`config.mk`:
```
export PLATFORM = sky130hd
export DESIGN_NAME = irq_status_mask
export DESIGN_NICKNAME = d
export VERILOG_FILES = /design/src/rtl/irq_reg_pkg.sv /design/src/rtl/evt_counter.sv /design/src/rtl/irq_reg_ctrl.sv /design/src/rtl/irq_reg_dp.sv /design/src/rtl/irq_status_mask.sv
export SDC_FILE = /design/constraint.sdc
export NUM_CORES = 1
export LEC_CHECK = 0
export BUFFER_PORTS_ARGS = -buffer_cell sky130_fd_sc_hd__buf_2
export CORE_MARGIN = 4
export CORE_UTILIZATION = 35
export DETAILED_ROUTE_END_ITERATION = 10
export GPL_ROUTABILITY_DRIVEN = 0
export PLACE_DENSITY = 0.61
export SLEW_MARGIN = 25
export SYNTH_ARGS = -nofsm -noshare
export SYNTH_HDL_FRONTEND = slang
export SYNTH_SLANG_ARGS = --single-unit
```
`constraint.sdc`:
```
create_clock -name clk -period 2.1 [get_ports clk]
set_clock_uncertainty 0.2 [all_clocks]
set_input_delay 0.42 -clock clk [delete_from_list [all_inputs] [get_ports clk]]
set_output_delay 0.42 -clock clk [all_outputs]
set_load 0.01 [all_outputs]
```
`src/rtl/irq_reg_pkg.sv`:
```
package irq_reg_pkg;
  localparam int REG_W    = 16;
  localparam int B_MF_OVF = 9;
  localparam int B_MF_MSK = 8;
  localparam int B_UCMD   = 7;
  localparam int B_USTAT  = 6;
  localparam int B_CO_OVF = 5;
  localparam int B_CO_MSK = 4;
  localparam int B_TX     = 3;
  localparam int B_TX_MSK = 2;

  // strobes decoded by control for the datapath; maskVal order {mf, coll, tx}
  typedef struct packed {
    logic       rstAll;
    logic       stopClr;
    logic       maskWr;
    logic [2:0] maskVal;
    logic       clrMf;
    logic       clrColl;
    logic       clrTx;
    logic       clrUser;
    logic       cmdSet;
  } hostStrobe_t;
endpackage

```
`src/rtl/evt_counter.sv`:
```
module evt_counter #(
  parameter int CNT_W = 32
) (
  input  logic             clk,
  input  logic             rstN,
  input  logic             clr,
  input  logic             evt,
  output logic [CNT_W-1:0] cnt,
  output logic             wrap
);
  assign wrap = evt & (&cnt);

  always_ff @(posedge clk or negedge rstN) begin
    if (!rstN)    cnt <= '0;
    else if (clr) cnt <= '0;
    else if (evt) cnt <= cnt + 1'b1;
  end
endmodule

```
`src/rtl/irq_reg_ctrl.sv`:
```
module irq_reg_ctrl
  import irq_reg_pkg::*;
(
  input  logic             softRst,
  input  logic             stopSet,
  input  logic             wrEn,
  input  logic [REG_W-1:0] wrData,
  output hostStrobe_t      strb
);
  always_comb begin
    strb         = '0;
    strb.rstAll  = softRst;
    strb.stopClr = stopSet;
    strb.maskWr  = wrEn;
    strb.maskVal = {wrData[B_MF_MSK], wrData[B_CO_MSK], wrData[B_TX_MSK]};
    strb.clrMf   = wrEn & wrData[B_MF_OVF];
    strb.clrColl = wrEn & wrData[B_CO_OVF];
    strb.clrTx   = wrEn & wrData[B_TX];
    strb.clrUser = wrEn & wrData[B_USTAT];
    strb.cmdSet  = wrEn & wrData[B_UCMD];
  end
endmodule

```
`src/rtl/irq_reg_dp.sv`:
```
module irq_reg_dp
  import irq_reg_pkg::*;
#(
  parameter int CNT_W = 32
) (
  input  logic             clk,
  input  logic             rstN,
  input  hostStrobe_t      strb,
  input  logic             intEnable,
  input  logic             missEvt,
  input  logic             collEvt,
  input  logic             txStartEvt,
  output logic [REG_W-1:0] rdData,
  output logic             intOut,
  output logic [CNT_W-1:0] missCount,
  output logic [CNT_W-1:0] collCount
);
  logic missWrap, collWrap;
  logic mfOvf, coOvf, txStat, uStat, uCmd;
  logic [2:0] masks;   // {mf, coll, tx}
  logic anyCause;

  evt_counter #(.CNT_W(CNT_W)) u_missCnt (
    .clk(clk), .rstN(rstN), .clr(strb.rstAll), .evt(missEvt),
    .cnt(missCount), .wrap(missWrap));

  evt_counter #(.CNT_W(CNT_W)) u_collCnt (
    .clk(clk), .rstN(rstN), .clr(strb.rstAll), .evt(collEvt),
    .cnt(collCount), .wrap(collWrap));

  // sticky flag update: stop beats set, set beats host clear
  function automatic logic nextFlag(logic cur, logic stop, logic set, logic clr);
    if (stop)     return 1'b0;
    else if (set) return 1'b1;
    else if (clr) return 1'b0;
    else          return cur;
  endfunction

  assign anyCause = (mfOvf & ~masks[2]) | (coOvf & ~masks[1]) |
                    (txStat & ~masks[0]) | uStat;

  always_ff @(posedge clk or negedge rstN) begin
    if (!rstN) begin
      {mfOvf, coOvf, txStat, uStat, uCmd} <= '0;
      masks  <= 3'b111;
      intOut <= 1'b0;
    end else if (strb.rstAll) begin
      {mfOvf, coOvf, txStat, uStat, uCmd} <= '0;
      masks  <= 3'b111;
      intOut <= 1'b0;
    end else begin
      mfOvf  <= nextFlag(mfOvf,  strb.stopClr, missWrap,   strb.clrMf);
      coOvf  <= nextFlag(coOvf,  strb.stopClr, collWrap,   strb.clrColl);
      txStat <= nextFlag(txStat, strb.stopClr, txStartEvt, strb.clrTx);
      uStat  <= nextFlag(uStat,  strb.stopClr, uCmd,       strb.clrUser);
      uCmd   <= strb.cmdSet & ~uCmd & ~strb.stopClr;
      if (strb.maskWr) masks <= strb.maskVal;
      intOut <= intEnable & anyCause;
    end
  end

  always_comb begin
    rdData           = '0;
    rdData[B_MF_OVF] = mfOvf;
    rdData[B_MF_MSK] = masks[2];
    rdData[B_UCMD]   = uCmd;
    rdData[B_USTAT]  = uStat;
    rdData[B_CO_OVF] = coOvf;
    rdData[B_CO_MSK] = masks[1];
    rdData[B_TX]     = txStat;
    rdData[B_TX_MSK] = masks[0];
  end
endmodule

```
`src/rtl/irq_status_mask.sv`:
```
module irq_status_mask
  import irq_reg_pkg::*;
#(
  parameter int CNT_W = 32
) (
  input  logic             clk,
  input  logic             rstN,
  input  logic             softRst,
  input  logic             stopSet,
  input  logic             intEnable,
  input  logic             missEvt,
  input  logic             collEvt,
  input  logic             txStartEvt,
  input  logic             wrEn,
  input  logic [15:0]      wrData,
  output logic [15:0]      rdData,
  output logic             intOut,
  output logic [CNT_W-1:0] missCount,
  output logic [CNT_W-1:0] collCount
);
  hostStrobe_t strb;

  irq_reg_ctrl u_ctrl (
    .softRst(softRst), .stopSet(stopSet), .wrEn(wrEn), .wrData(wrData), .strb(strb));

  irq_reg_dp #(.CNT_W(CNT_W)) u_dp (
    .clk(clk), .rstN(rstN), .strb(strb), .intEnable(intEnable),
    .missEvt(missEvt), .collEvt(collEvt), .txStartEvt(txStartEvt),
    .rdData(rdData), .intOut(intOut), .missCount(missCount), .collCount(collCount));
endmodule

```
==> impl_metrics.env, run 1 <==
export IMPL_status="finished clean"
export IMPL_cts_tree="yes"
export IMPL_cp_buffers_inverters=0
export IMPL_p_per_area_nw_per_um2=596
export IMPL_crit_fanout=7
export IMPL_syn_avg_cell_area_um2=9.76
export IMPL_setup_ws_ps=162
export IMPL_root_buffer="clkbuf_8"
export IMPL_reg2reg_depth=5
export IMPL_nNetsFinal=497
export IMPL_drc=0
export IMPL_die_area_um2=12100
export IMPL_max_cap_violations=0
export IMPL_final_hold_viol_count=0
export IMPL_core_area_um2=9950
export IMPL_vias_per_cell=4.77
export IMPL_rows=36
export IMPL_dr_pass1_iters=4
export IMPL_clock_latency_ps=340
export IMPL_layout_cells_most_common="buf_2"
export IMPL_clockBufferDepth=2
export IMPL_arrival_ps=2000
export IMPL_critPathSlowestCell="dfrtp_1"
export IMPL_crit_cells=5
export IMPL_grt_pass1_wl_um=13800
export IMPL_layout_min_cycle_time_ps=1940
export IMPL_netlist_area_um2=3630
export IMPL_numCtsBuffers=9
export IMPL_grt_setup_unrepaired="false"
export IMPL_start_util_pct=36.5
export IMPL_overflow=0
export IMPL_cp_cell_sequence="nand4_2, nor4_4, nand3_2, or3_1, a21oi_1"
export IMPL_period_share_pct=92.3
export IMPL_grt_max_degree=41
export IMPL_vdd_drop_max_v=0.000234
export IMPL_fin_tns_setup_ps=0
export IMPL_hold_class="in2reg"
export IMPL_yosys_cell_types_count=35
export IMPL_drive_gt1_share_pct=29.1
export IMPL_synth_seq_cells=73
export IMPL_dp_hpwl_um=5830
export IMPL_grt_pass1_vias=2823
export IMPL_wire_per_inst_um=13.4
export IMPL_end_kind="register"
export IMPL_fillers=994
export IMPL_p_leak_nw=2.26
export IMPL_routed_wl_um=8160
export IMPL_fin_total_pwr_w=0.00266
export IMPL_most_common_layout_cells="buf_2 (88), nor2_1 (68), dfrtp_1 (67)"
export IMPL_synthToLayoutAreaGrowth_pct=22.9
export IMPL_start_kind="register"
export IMPL_track_usage_pct=14.5
export IMPL_cts_num_sinks=73
export IMPL_place_ws_ps=121
export IMPL_whs_ps=93.8
export IMPL_final_antenna_net_count=0
export IMPL_drt_iter0_drc=147
export IMPL_die_y_um=110
export IMPL_path_delay_family="simple AND/OR/NAND/NOR gates"
export IMPL_critPathMaxStageDelay_ps=430
export IMPL_synth_top_area_share_pct=48.2
export IMPL_vias=2898
export IMPL_crit_type="reg2reg"
export IMPL_fmax_ghz=0.516
export IMPL_ys_seq_area_share_pct=50.4
export IMPL_ios=106
export IMPL_synthTopCellsByArea="dfrtp_1 (48%), xor2_1 (12%), nor2_1 (7.1%)"
export IMPL_required_ps=2170
export IMPL_finalNonFillerCells=608
export IMPL_syn_inst=372
export IMPL_clkTransAtPathRegs_ps=80
export IMPL_antenna_found_initial=0
export IMPL_yosys_warnings=0
export IMPL_hold_depth=2
export IMPL_dieWidth_um=110
export IMPL_io_buffers=89
export IMPL_dp_cells=590
export IMPL_num_antenna_cells=0
export IMPL_setup_viol_count_final=0
export IMPL_yosys_area_top_type="dfrtp_1"
export IMPL_slew_viol_final=0
export IMPL_htreeDepth=3
cells in the mapped netlist:
library cell / count
a211oi_1: 1
buf_4: 13
dfstp_2: 3
or2_2: 1
inv_1: 7
xor2_1: 49
dfrtp_1: 70
buf_2: 4
nor2_4: 1
and3_1: 8
xnor2_1: 8
conb_1: 1
a21oi_1: 9
clkbuf_1: 10
nor4_1: 1
ha_1: 2
mux2i_1: 2
or3_1: 5
and2_1: 2
nor4_4: 3
nor3b_1: 1
nand3_2: 1
nor2_1: 69
o22ai_1: 1
and3_2: 1
nand2_1: 31
nand4_1: 26
nand4_2: 5
and4_1: 2
o21ai_0: 5
a211o_1: 2
nor2b_1: 3
nand3_1: 19
o211ai_1: 1
nor3_1: 5
flip-flops by register name, summed over array words and instances, names as in the netlist:
name,cells
u_dp.uStat,1
u_dp.mfOvf,1
u_dp.intOut,1
u_dp.uCmd,1
u_dp.txStat,1
u_dp.masks,3
u_dp.coOvf,1
u_dp.u_missCnt.cnt,32
u_dp.u_collCnt.cnt,32
worst paths after layout:
check	startpoint	end	slack (ps)
worst max-delay path	u_dp.u_collCnt.cnt[18]$_DFFE_PN0P_	u_dp.u_collCnt.cnt[29]$_DFFE_PN0P_	160
worst max register to register	u_dp.u_collCnt.cnt[18]$_DFFE_PN0P_	u_dp.u_collCnt.cnt[29]$_DFFE_PN0P_	160
worst min register to register	u_dp.uCmd$_DFF_PN0_	u_dp.uCmd$_DFF_PN0_	270
worst min-delay path	wrData[4]	u_dp.masks[1]$_DFFE_PN1P_	90
min in group asynchronous	rstN	u_dp.u_missCnt.cnt[16]$_DFFE_PN0P_	280
max in group asynchronous	rstN	u_dp.masks[0]$_DFFE_PN1P_	850
area by class of cell:
type                    instances  area, um2  share of cell area [%]
clock buffers                  13        149                    3.34
clock inverters                 3       40.0                   0.897
inverters                       7       26.3                   0.589
multi-input cells             272       1650                    36.9
flip-flops and latches         73       1830                    41.1
well taps                     133        166                    3.73
repair buffers                107        598                    13.4
per-stage QoR:
stage                     util [%]  area [um2]
after floorplan                  -        3660
after global placement        42.7        4250
after detailed placement      42.7        4250
after CTS                     44.7        4450
after global routing          44.8        4460
final                         44.8        4460
cells by family (layout without fill, tap and decap cells):
| logic type | Yosys count | count (layout) | share of synthesized area, % |
|---|---|---|---|
| other | 1 | 8 | 0.103 |
| xor gates and xnor gates | 57 | 57 | 13.7 |
| AOI/OAI and AO/OA | 19 | 19 | 3.00 |
| muxes | 2 | 2 | 0.551 |
| and+or+nand+nor | 184 | 184 | 26.5 |
| buffers and inverters | 34 | 130 | 4.99 |
| DFF | 73 | 73 | 50.4 |
| adders and majority gates | 2 | 2 | 0.689 |
power by group:
group          switching (W)  total (W)  internal [W]
combinational      0.0000986   0.000152     0.0000538
clock               0.000491    0.00107      0.000580
sequential         0.0000135    0.00144       0.00142
total               0.000603    0.00266       0.00206
routing by layer:
layer	share of wire (%)	up-vias	GRT usage, %
met5	0	-	0
met4	1.4	0	5.34
met3	6.3	11	3.64
met2	47	73	22.8
met1	46	1388	19.2
li1	-	1426	-
what timing repair did:
action	CTS	global route
hold buffers	1	0
hold endpoints to repair	14	0
setup buffers	0	1
endpoints found under the setup margin	0	4
gates resized for setup	0	4
Power figures use the tool's default switching activity.
==> run 2: changes to the inputs <==
--- a/config.mk
+++ b/config.mk
@@ -7,10 +7,10 @@
 export LEC_CHECK = 0
 export BUFFER_PORTS_ARGS = -buffer_cell sky130_fd_sc_hd__buf_2
 export CORE_MARGIN = 4
-export CORE_UTILIZATION = 35
+export CORE_UTILIZATION = 51
 export DETAILED_ROUTE_END_ITERATION = 10
 export GPL_ROUTABILITY_DRIVEN = 0
-export PLACE_DENSITY = 0.61
+export PLACE_DENSITY = 0.82
 export SLEW_MARGIN = 25
 export SYNTH_ARGS = -nofsm -noshare
 export SYNTH_HDL_FRONTEND = slang
==> constraint.sdc (replaced) <==
create_clock -name clk -period 1.9 [get_ports clk]
set_clock_uncertainty 0.2 [all_clocks]
set_input_delay 0.38 -clock clk [delete_from_list [all_inputs] [get_ports clk]]
set_output_delay 0.38 -clock clk [all_outputs]
set_load 0.01 [all_outputs]
==> run 2 against run 1 <==
Against the previous run:
- utilization is 22 points higher
- die area down 29%
- fmax up 6.3%
- count of clock-buffer cells in the layout is 1 lower
- largest power group unchanged
==> impl_metrics.env, run 2 (synthesis gave the netlist of run 1 again) <==
export IMPL_overflow=0
export IMPL_finalNonFillerCells=591
export IMPL_cp_cell_sequence="nand4_4, nor4_4, nand3_2, or3_1, a21oi_1"
export IMPL_critPathMaxStageDelay_ps=430
export IMPL_p_leak_nw=2.38
export IMPL_io_buffers=89
export IMPL_die_area_um2=8540
export IMPL_track_usage_pct=20.4
export IMPL_whs_ps=59.4
export IMPL_final_antenna_net_count=0
export IMPL_numCtsBuffers=9
export IMPL_arrival_ps=1890
export IMPL_die_y_um=92.4
export IMPL_layout_min_cycle_time_ps=1820
export IMPL_ios=106
export IMPL_final_core_util_pct=66.6
export IMPL_antenna_found_initial=0
export IMPL_cts_tree="yes"
export IMPL_setup_viol_count_final=0
export IMPL_critPathSlowestCell="dfrtp_1"
export IMPL_nNetsFinal=517
export IMPL_root_buffer="clkbuf_8"
export IMPL_dp_cells=565
export IMPL_crit_fanout=7
export IMPL_crit_type="reg2reg"
export IMPL_top_regs="u_dp.u_collCnt.cnt: 32 flops, u_dp.u_missCnt.cnt: 32 flops, u_dp.masks: 3 flops"
export IMPL_slew_viol_final=0
export IMPL_final_hold_viol_count=0
export IMPL_vias=3041
export IMPL_fmax_ghz=0.549
export IMPL_clock_latency_ps=340
export IMPL_max_cap_violations=0
export IMPL_fin_total_pwr_w=0.00278
export IMPL_routed_wl_um=8530
export IMPL_drt_iter0_drc=117
export IMPL_drive_gt1_share_pct=32.7
export IMPL_clkTransAtPathRegs_ps=80
export IMPL_grt_pass1_vias=3095
export IMPL_period_share_pct=95.9
export IMPL_dr_pass1_iters=4
export IMPL_cts_num_sinks=73
export IMPL_status="finished clean"
export IMPL_most_common_layout_cells="buf_2 (89), nor2_1 (67), dfrtp_1 (67)"
export IMPL_start_util_pct=52.9
export IMPL_hold_class="in2reg"
export IMPL_rows=30
export IMPL_dieWidth_um=92.4
export IMPL_start_kind="register"
export IMPL_wire_per_inst_um=14.4
export IMPL_vdd_drop_max_v=0.000394
export IMPL_num_antenna_cells=0
export IMPL_htreeDepth=3
export IMPL_required_ps=1970
export IMPL_layout_cells_most_common="buf_2"
export IMPL_p_per_area_nw_per_um2=608
export IMPL_end_kind="register"
export IMPL_fin_tns_setup_ps=0
export IMPL_core_area_um2=6870
export IMPL_dp_hpwl_um=5720
export IMPL_clockBufferDepth=2
export IMPL_drc=0
export IMPL_synthToLayoutAreaGrowth_pct=25.9
export IMPL_vias_per_cell=5.15
export IMPL_grt_max_degree=74
export IMPL_grt_pass1_wl_um=14000
## run 2: cell types whose count changed in the layout (fill, tap and decap cells not counted), sizes merged
cell	change
buf	+20
bufinv	-1
clkbuf	-1
clkinv	+2
## run 2: metrics by stage
stage                     area, um2  worst slack [ps]
final                          4570              77.7
after floorplan                3660             0.505
after global routing           4570             -28.7
after detailed placement       4290              16.5
after CTS                      4460              10.7
after global placement         4290              55.1
## run 2: repair_timing
action | 4_1_cts | 5_1_grt
resized for setup | 0 | 14
hold buffers | 1 | 0
endpoints found under the setup margin | 0 | 27
setup buffers | 0 | 8
hold endpoints to repair | 70 | 0
## run 2: final timing paths
| check | start | endpoint | slack (ps) | cells after the start |
|---|---|---|---|---|
| max reg2reg | u_dp.u_collCnt.cnt[19]$_DFFE_PN0P_ | u_dp.u_collCnt.cnt[29]$_DFFE_PN0P_ | 80 | 5 |
| max in group asynchronous | rstN | u_dp.masks[2]$_DFFE_PN1P_ | 730 | 3 |
| min | wrData[7] | u_dp.uCmd$_DFF_PN0_ | 60 | 3 |
| max | u_dp.u_collCnt.cnt[19]$_DFFE_PN0P_ | u_dp.u_collCnt.cnt[29]$_DFFE_PN0P_ | 80 | 5 |
| min in group asynchronous | rstN | u_dp.u_collCnt.cnt[19]$_DFFE_PN0P_ | 380 | 3 |
| min reg2reg | u_dp.uCmd$_DFF_PN0_ | u_dp.uCmd$_DFF_PN0_ | 260 | 1 |
## run 2: per-layer routing
metal / GRT usage [%] / part of all wire, % / up-vias
met1: 25.5 / 43 / 1478
li1: - / - / 1467
met2: 34.0 / 50 / 86
met3: 4.96 / 5.8 / 10
met4: 7.92 / 1.2 / 0
met5: 0 / 0 / -
## run 2: layout make-up
class / count / area [um2]
Tap cell: 96 / 120
Fill cell: 555 / 2290
Sequential cell: 73 / 1830
Timing Repair Buffer: 127 / 749
Clock buffer: 12 / 135
Clock inverter: 4 / 20.0
Multi-Input combinational cell: 272 / 1690
Inverter: 7 / 26.3
## run 2: power by group
part | internal, W | leakage (nW) | switching [W] | total, W
Combinational | 0.0000627 | 1.29 | 0.000113 | 0.000176
Clock | 0.000467 | 0.0839 | 0.000554 | 0.00102
Sequential | 0.00157 | 1.00 | 0.0000123 | 0.00158
Total | 0.00210 | 2.38 | 0.000679 | 0.00278
## run 2: worst max-delay path, delay by kind of cell (launching register included)
| kind | cells | cell delay, ps |
|---|---|---|
| AND/OR/NAND/NOR | 4 | 980 |
| flip-flops | 1 | 430 |
| AO/OA/AOI/OAI | 1 | 140 |
